## config.mk

```make
export PLATFORM = sky130hd
export DESIGN_NAME = alu_core
export DESIGN_NICKNAME = d
export VERILOG_FILES = /design/src/rtl/alu_core_pkg.sv /design/src/rtl/alu_core_ctrl.sv /design/src/rtl/alu_core_dp.sv /design/src/rtl/alu_core_zero.sv /design/src/rtl/alu_core.sv
export SDC_FILE = /design/constraint.sdc
export NUM_CORES = 1
export LEC_CHECK = 0
export ABC_AREA = 1
export ABC_CLOCK_PERIOD_IN_PS = 3400
export BUFFER_PORTS_ARGS = -buffer_cell sky130_fd_sc_hd__buf_2
export CORE_ASPECT_RATIO = 1.25
export CORE_MARGIN = 3
export CORE_UTILIZATION = 56
export DETAILED_ROUTE_END_ITERATION = 6
export MAX_ROUTING_LAYER = met4
export PLACE_DENSITY = 0.85
export REMOVE_ABC_BUFFERS = 1
export SYNTH_ARGS = -nofsm -noshare
export SYNTH_HDL_FRONTEND = slang
export SYNTH_SLANG_ARGS = --single-unit
export TNS_END_PERCENT = 30
```

## constraint.sdc

```tcl
create_clock -name vclk -period 3.4
set_input_delay 0.17 -clock vclk [all_inputs]
set_output_delay 0.17 -clock vclk [all_outputs]
set_load 0.05 [all_outputs]
```

## src/rtl/alu_core_pkg.sv

```systemverilog
package alu_core_pkg;

  localparam int OP_W = 3;

  typedef enum logic [OP_W-1:0] {
    OP_ADD = 3'b000,
    OP_SUB = 3'b001,
    OP_AND = 3'b010,
    OP_OR  = 3'b110,
    OP_SLT = 3'b111
  } aluCode_e;

  // One strobe per datapath function; at most one is high.
  typedef struct packed {
    logic addEn;
    logic subEn;
    logic andEn;
    logic orEn;
    logic sltEn;
  } aluStrobe_t;

endpackage

```

## src/rtl/alu_core_ctrl.sv

```systemverilog
module alu_core_ctrl
  import alu_core_pkg::*;
(
  input  logic [OP_W-1:0] aluOp,
  output aluStrobe_t      strobe
);

  always_comb begin
    strobe = '0;
    case (aluOp)
      OP_ADD:  strobe.addEn = 1'b1;
      OP_SUB:  strobe.subEn = 1'b1;
      OP_AND:  strobe.andEn = 1'b1;
      OP_OR:   strobe.orEn  = 1'b1;
      OP_SLT:  strobe.sltEn = 1'b1;
      default: strobe = '0;   // spare codes: no function selected
    endcase
  end

endmodule

```

## src/rtl/alu_core_dp.sv

```systemverilog
module alu_core_dp
  import alu_core_pkg::*;
#(
  parameter int WIDTH = 32
) (
  input  logic [WIDTH-1:0] opA,
  input  logic [WIDTH-1:0] opB,
  input  aluStrobe_t       strobe,
  output logic [WIDTH-1:0] result
);

  localparam int MSB = WIDTH - 1;

  logic             invertB;
  logic [WIDTH-1:0] bOperand;
  logic [WIDTH-1:0] sumOut;
  logic             signedOvf;
  logic             lessThan;
  logic [WIDTH-1:0] sltWord;
  logic             arithSel;

  // A single adder serves add, subtract and compare.
  assign invertB  = strobe.subEn | strobe.sltEn;
  assign bOperand = invertB ? ~opB : opB;
  assign sumOut   = opA + bOperand + {{(WIDTH-1){1'b0}}, invertB};

  // The sign of the difference is wrong exactly when it overflowed.
  assign signedOvf = (opA[MSB] == bOperand[MSB]) && (sumOut[MSB] != opA[MSB]);
  assign lessThan  = sumOut[MSB] ^ signedOvf;
  assign sltWord   = {{(WIDTH-1){1'b0}}, lessThan};

  assign arithSel = strobe.addEn | strobe.subEn;

  // AND-OR result select; all strobes low yields zero.
  assign result = ({WIDTH{arithSel}}     & sumOut)
                | ({WIDTH{strobe.andEn}} & (opA & opB))
                | ({WIDTH{strobe.orEn}}  & (opA | opB))
                | ({WIDTH{strobe.sltEn}} & sltWord);

endmodule

```

## src/rtl/alu_core_zero.sv

```systemverilog
module alu_core_zero #(
  parameter int WIDTH = 32
) (
  input  logic [WIDTH-1:0] value,
  output logic             isZero
);

  assign isZero = ~|value;

endmodule

```

## src/rtl/alu_core.sv

```systemverilog
module alu_core
  import alu_core_pkg::*;
#(
  parameter int WIDTH = 32
) (
  input  logic [WIDTH-1:0] opA,
  input  logic [WIDTH-1:0] opB,
  input  logic [OP_W-1:0]  aluOp,
  output logic [WIDTH-1:0] result,
  output logic             isZero
);

  aluStrobe_t strobe;

  alu_core_ctrl u_ctrl (
    .aluOp  (aluOp),
    .strobe (strobe)
  );

  alu_core_dp #(.WIDTH(WIDTH)) u_dp (
    .opA    (opA),
    .opB    (opB),
    .strobe (strobe),
    .result (result)
  );

  alu_core_zero #(.WIDTH(WIDTH)) u_zero (
    .value  (result),
    .isZero (isZero)
  );

endmodule

```

## Word-level counts from Yosys, hierarchy flattened

Cells that the tools add are included.

- Bits in registers: 0
- Output and inout port bits: 33

- Add/subtract/negate cells: 2
- Equal/unequal tests: 6
- Mux-type cells: 6
- Bitwise operators: 13
- Reduce and logical (&&, ||, !) cells: 4

Operators by type and width:

| operator | number |
|---|---|
| 32-bit AND | 4 |
| 32-bit OR | 4 |
| 32-bit by 1-bit adder with 32-bit output | 1 |
| 32-bit adder | 1 |
| 32-bit by 1-bit AND with 32-bit output | 1 |
| 32-bit two-way mux | 1 |
| 32-bit NOT | 1 |
| 32-bit OR reduction | 1 |
| 3-bit == test, second input constant | 2 |
| 1-bit two-way mux | 5 |
| 3-bit by 1-bit == test with 1-bit output, second input constant | 1 |
| 3-bit by 2-bit == test with 1-bit output, second input constant | 1 |
| 3-bit logical NOT | 1 |
| 1-bit OR | 2 |
| 1-bit == test | 1 |
| 1-bit logical AND | 1 |
| 1-bit logical NOT | 1 |
| 1-bit != test | 1 |
| 1-bit XOR | 1 |

## Longest topological paths before layout

- Depth after elaboration: 13
- Gate-level depth with buffers: 24

## Modules after synthesis

A second synthesis with hierarchy kept.

- Cells, all modules: 628
- Area total of the unflattened synthesis: 3,225.6 um^2

By module, submodules not included:

| module | instances | cells an instance | area an instance (um^2) | sequential area each (um^2) |
|---|---|---|---|---|
| alu_core_dp | 1 | 586 | 3,067.9 | 0.0 |
| alu_core_zero | 1 | 31 | 116.4 | 0.0 |
| alu_core_ctrl | 1 | 11 | 41.3 | 0.0 |

## Least setup slack after synthesis

No wires, ideal clock.

- Kind: input to output
- Start point: input aluOp[2]
- End point: output isZero
- Data arrival time: 3,446 ps
- Setup slack: -216 ps
- Stages on the path: 21
- Cell sequence: inv_1 nand3_2 nand2_1 buf_2 xor2_1 fa_1 inv_1 nand3_1 nand2_2 nand2_1 nand2_1 nand3_1 nand2_1 nand2_1 nand3_1 nand3_1 nor2_1 nand4_1 nor2_1 nand2_1 nor2_1

RTL lines:

| what | line | RTL |
|---|---|---|
| start, declared | alu_core.sv:8 | `input logic [OP_W-1:0] aluOp,` |
| 3-bit by 1-bit == test with 1-bit output / 3-bit == test (equally long branches) | alu_core_ctrl.sv:10 | `case (aluOp)` |
| 1-bit two-way mux | alu_core_ctrl.sv:10 |  |
| 1-bit OR | alu_core_dp.sv:23 | `assign invertB = strobe.subEn \| strobe.sltEn;` |
| 32-bit two-way mux | alu_core_dp.sv:24 | `assign bOperand = invertB ? ~opB : opB;` |
| 32-bit adder | alu_core_dp.sv:25 | `assign sumOut = opA + bOperand + {{(WIDTH-1){1'b0}}, invertB};` |
| 32-bit by 1-bit adder with 32-bit output | alu_core_dp.sv:25 |  |
| 32-bit AND | alu_core_dp.sv:35 | `assign result = ({WIDTH{arithSel}} & sumOut)` |
| 32-bit OR | alu_core_dp.sv:36 | `\| ({WIDTH{strobe.andEn}} & (opA & opB))` |
| 32-bit OR | alu_core_dp.sv:37 | `\| ({WIDTH{strobe.orEn}} & (opA \| opB))` |
| 32-bit OR (*) | alu_core_dp.sv:38 | `\| ({WIDTH{strobe.sltEn}} & sltWord);` |
| named net result[14] | alu_core.sv:9 | `output logic [WIDTH-1:0] result,` |
| 32-bit OR reduction (*) | alu_core_zero.sv:8 | `assign isZero = ~\|value;` |
| 1-bit logical NOT (*) | alu_core_zero.sv:8 |  |
| end, declared | alu_core.sv:10 | `output logic isZero` |

The timed path passes the listed nets; every way through them passes the cells marked *.

## Worst setup path after layout

- Start point: input aluOp[2]
- End point: output isZero

- Longest elaborated chain between the ends: 13

RTL lines:

| what | line | RTL |
|---|---|---|
| 3-bit by 1-bit == test with 1-bit output / 3-bit == test (equally long branches) | alu_core_ctrl.sv:10 |  |
| 1-bit two-way mux | alu_core_ctrl.sv:10 |  |
| 1-bit OR | alu_core_dp.sv:23 |  |
| 32-bit two-way mux | alu_core_dp.sv:24 |  |
| 32-bit adder | alu_core_dp.sv:25 |  |
| 32-bit by 1-bit adder with 32-bit output | alu_core_dp.sv:25 |  |
| 1-bit != test | alu_core_dp.sv:28 | `assign signedOvf = (opA[MSB] == bOperand[MSB]) && (sumOut[MSB] != opA[MSB]);` |
| 1-bit logical AND | alu_core_dp.sv:28 |  |
| 1-bit XOR | alu_core_dp.sv:29 | `assign lessThan = sumOut[MSB] ^ signedOvf;` |
| 32-bit by 1-bit AND with 32-bit output | alu_core_dp.sv:38 |  |
| 32-bit OR (*) | alu_core_dp.sv:38 |  |
| 32-bit OR reduction (*) | alu_core_zero.sv:8 |  |
| 1-bit logical NOT (*) | alu_core_zero.sv:8 |  |

Mark *: on every way between the ends. The rest lies on a longest branch, timed or not.

==> impl.org <==
** Die
- 100 I/O pins were placed.
- The initial utilization of the core area, before any placement, comes to 0.596.
- Die boundary width :: 77.6 µm
- The floorplan step defined a core boundary enclosing 6010 µm².
- Floorplan row count :: 31
- Area enclosed by the die boundary :: 7410 µm²
- Measured along the y axis, the die boundary spans 95.5 µm.

** Routing
- DRC :: 0
- First-pass iteration count of the detailed router :: 7
- Remaining antenna violation count after routing :: 0
- Via count :: 5,107
- Highest routing layer actually used :: met4
- Routed len/inst :: 15.9 µm
- The first routing iteration left 368 violations.
- Met3 Wirelength :: 967 µm
- Summed over all layers, the routed wires come to 14,000 µm.
- For this block, wires on met1 add up to 5210 µm.
- In the detailed route, the total length drawn on met2 is 7090 µm.
- Using the TritonRoute via totals, the vias-per-cell ratio works out to 5.80.

** STA
- At the pin with the least slew margin, the transition time is 0.668 ns.
- Final Hold Violating Endpoints :: 0
- The final count of pins violating max slew is 0.
- Hold WS :: 0.855 ns
- Setup violations remaining at the end of the flow were counted as 0.
- Period utilisation layout :: 0.971
- For the finished layout, the period the worst path requires is 3.30 ns.
- Slew margin rel. :: 0.553
- Static timing analysis puts the maximum clock frequency at 303 MHz.

** Finish
- Layout-stage area growth over the synthesis result :: 29.3%
- Layout filler cell count :: 483
- The number of antenna diodes in the final layout is 0.
- The sequential cells in the finished layout cover a total of 0 µm².
- The layout has 0 clock buffers.
- In the finished design the tool counted flip-flops and latches totalling 0.
- For this run, the number of standard cells in the final layout without fillers is 881.
- Net count reported at finish :: 907
- Utilization after layout :: 0.771
- Of the cells placed in the final design, the portion with a size suffix greater than 1 is 0.260.

** Critical path
- Element type at the critical path end :: output port
- Data on the critical path arrives at its endpoint at 3.13 ns.
- Highest fanout seen on the critical path :: 5
- Critical path startpoint category :: input port
- STA puts the critical path data required time at 3.23 ns.
- The setup path with the least slack is of type input port to output port.

** Min path
- The tightest min-delay check is of the input port to output port type.

** Run status
- The run finished with clean final reports.

** Run
- Maximum capacitance violations :: 0

** Power and ir drop
- Power Dens Cells :: 284 nW/µm²
- Pleak :: 2.56 nW
- Worst vdd ir :: 0.152 mV

** Logic synthesis
- The netlist uses 33 different library cells.
- Register area share after synthesis :: 0
- Mean post-synth cell area :: 5.18 µm²
- In this run the cell area of the synthesized design comes to 3590 µm².
- Synthesis handed over a netlist of 692 instances.
- Yosys warning count :: 0

** Global route
- Wire length of the first global-routing pass :: 19,700 µm
- The number of global-route vias before repair was 4,520.
- Initial antenna violation count :: 0
- GRT Total Usage :: 0.335
- Grt ovf :: 0
- Entering global routing, the biggest net connects 28 pins.

** Placed design
- Once detailed placement completed, the half-perimeter wirelength came to 10,500 µm.
- Placer Congestion :: 1.08
- Quantity of I/O buffers inserted on ports :: 100
- Number of instances in the placed design :: 874

** Clock tree
- # hold bufs at CTS :: 0
-- through the flow --
| stage | total power [mW] | setup WS (ns) | area (µm²) | TNS, ns |
|---|---|---|---|---|
| after floorplan | 0.834 | -0.918 | 3540 | -0.918 |
| after global placement | 1.13 | 0.0612 | 4250 | 0 |
| after detailed placement | 1.15 | 0.0101 | 4250 | 0 |
| after CTS | 1.16 | 0.00564 | 4250 | 0 |
| after global routing | 1.42 | -0.0825 | 4640 | -0.0825 |
| final | 1.31 | 0.0979 | 4640 | 0 |
-- per-layer routing --
metal	GRT usage	up-vias
met1	0.356	2277
met2	0.661	279
met4	0.120	0
met3	0.00662	64
met5	-	-
li1	-	2487
-- logic make-up (layout without fill, tap and decap cells) --
group	count (synthesis)	after routing	synth area share
AO/OA/AOI/OAI	102	102	0.164
buffers and inverters	101	208	0.108
XOR/XNOR	33	33	0.0806
AND/OR/NAND/NOR	417	417	0.509
adder cells (fa/ha/maj)	39	39	0.138
-- layout make-up --
cell class / instances / area, µm² / share of cell area
well taps: 82 / 103 / 0.0221
repair buffers: 117 / 698 / 0.151
multi-input cells: 591 / 3490 / 0.754
inverters: 91 / 342 / 0.0737
-- cell usage in the layout (no fill, tap or decap), types with 15 or more instances in the layout --
| cell | n |
|---|---|
| nand2_1 | 172 |
| nor2_1 | 102 |
| buf_2 | 99 |
| inv_1 | 85 |
| nand3_1 | 58 |
| ha_1 | 30 |
| a21oi_1 | 25 |
| a31oi_1 | 24 |
| xor2_1 | 23 |
| nand2_2 | 23 |
| o21ai_0 | 19 |
| a21oi_2 | 15 |
-- synth_stat cells (all sizes together) --
cell type    n  share of area
nor3         7         0.0098
a21oi       40          0.057
buf          9          0.012
nor4         3         0.0052
o21a         2         0.0042
nand2      199           0.22
or2          1         0.0017
nand4       12          0.021
o21bai       4         0.0084
fa           1         0.0056
inv         91          0.095
o311ai       1         0.0024
a21o         2         0.0042
nand3       63          0.094
a221oi       1         0.0024
a21boi       3         0.0084
and2         1         0.0017
clkbuf       1         0.0010
o21ai       24          0.033
nor2       118           0.13
a31oi       24          0.042
xor2        33          0.081
o211ai       1         0.0021
nand3b      13          0.027
ha          38           0.13
-- path summary, 6_finish.rpt --
path	cells past startpoint	start	slack, ns	end
max	21	aluOp[2]	0.1	isZero
min	4	opA[25]	0.86	result[25]
-- worst max-delay path: stages --
cell and delay (ns):
buf_2 0.13, inv_1 0.08, nand3_2 0.12, nand2_4 0.15
buf_6 0.16, xor2_1 0.07, ha_2 0.40, nand2_2 0.08
buf_4 0.16, nor4_2 0.32, nand2_2 0.11, nand2_2 0.12
nand2_1 0.07, nand3_1 0.12, nand4_1 0.17, nor2_1 0.14
nand2_1 0.06, nor2_1 0.13, nand2_1 0.10, nor2_2 0.10
buf_6 0.16
-- report_power, final --
| part | internal (mW) | total, mW | switching, mW |
|---|---|---|---|
| clock | 0 | 0 | 0 |
| combinational | 0.433 | 1.31 | 0.882 |
| sequential | 0 | 0 | 0 |
-- repair_timing --
item | 4_1_cts | 5_1_grt
gates resized for setup | 0 | 77
setup endpoints to repair | 0 | 1
buffers inserted | 0 | 4
(Power assumes the default switching activity.)
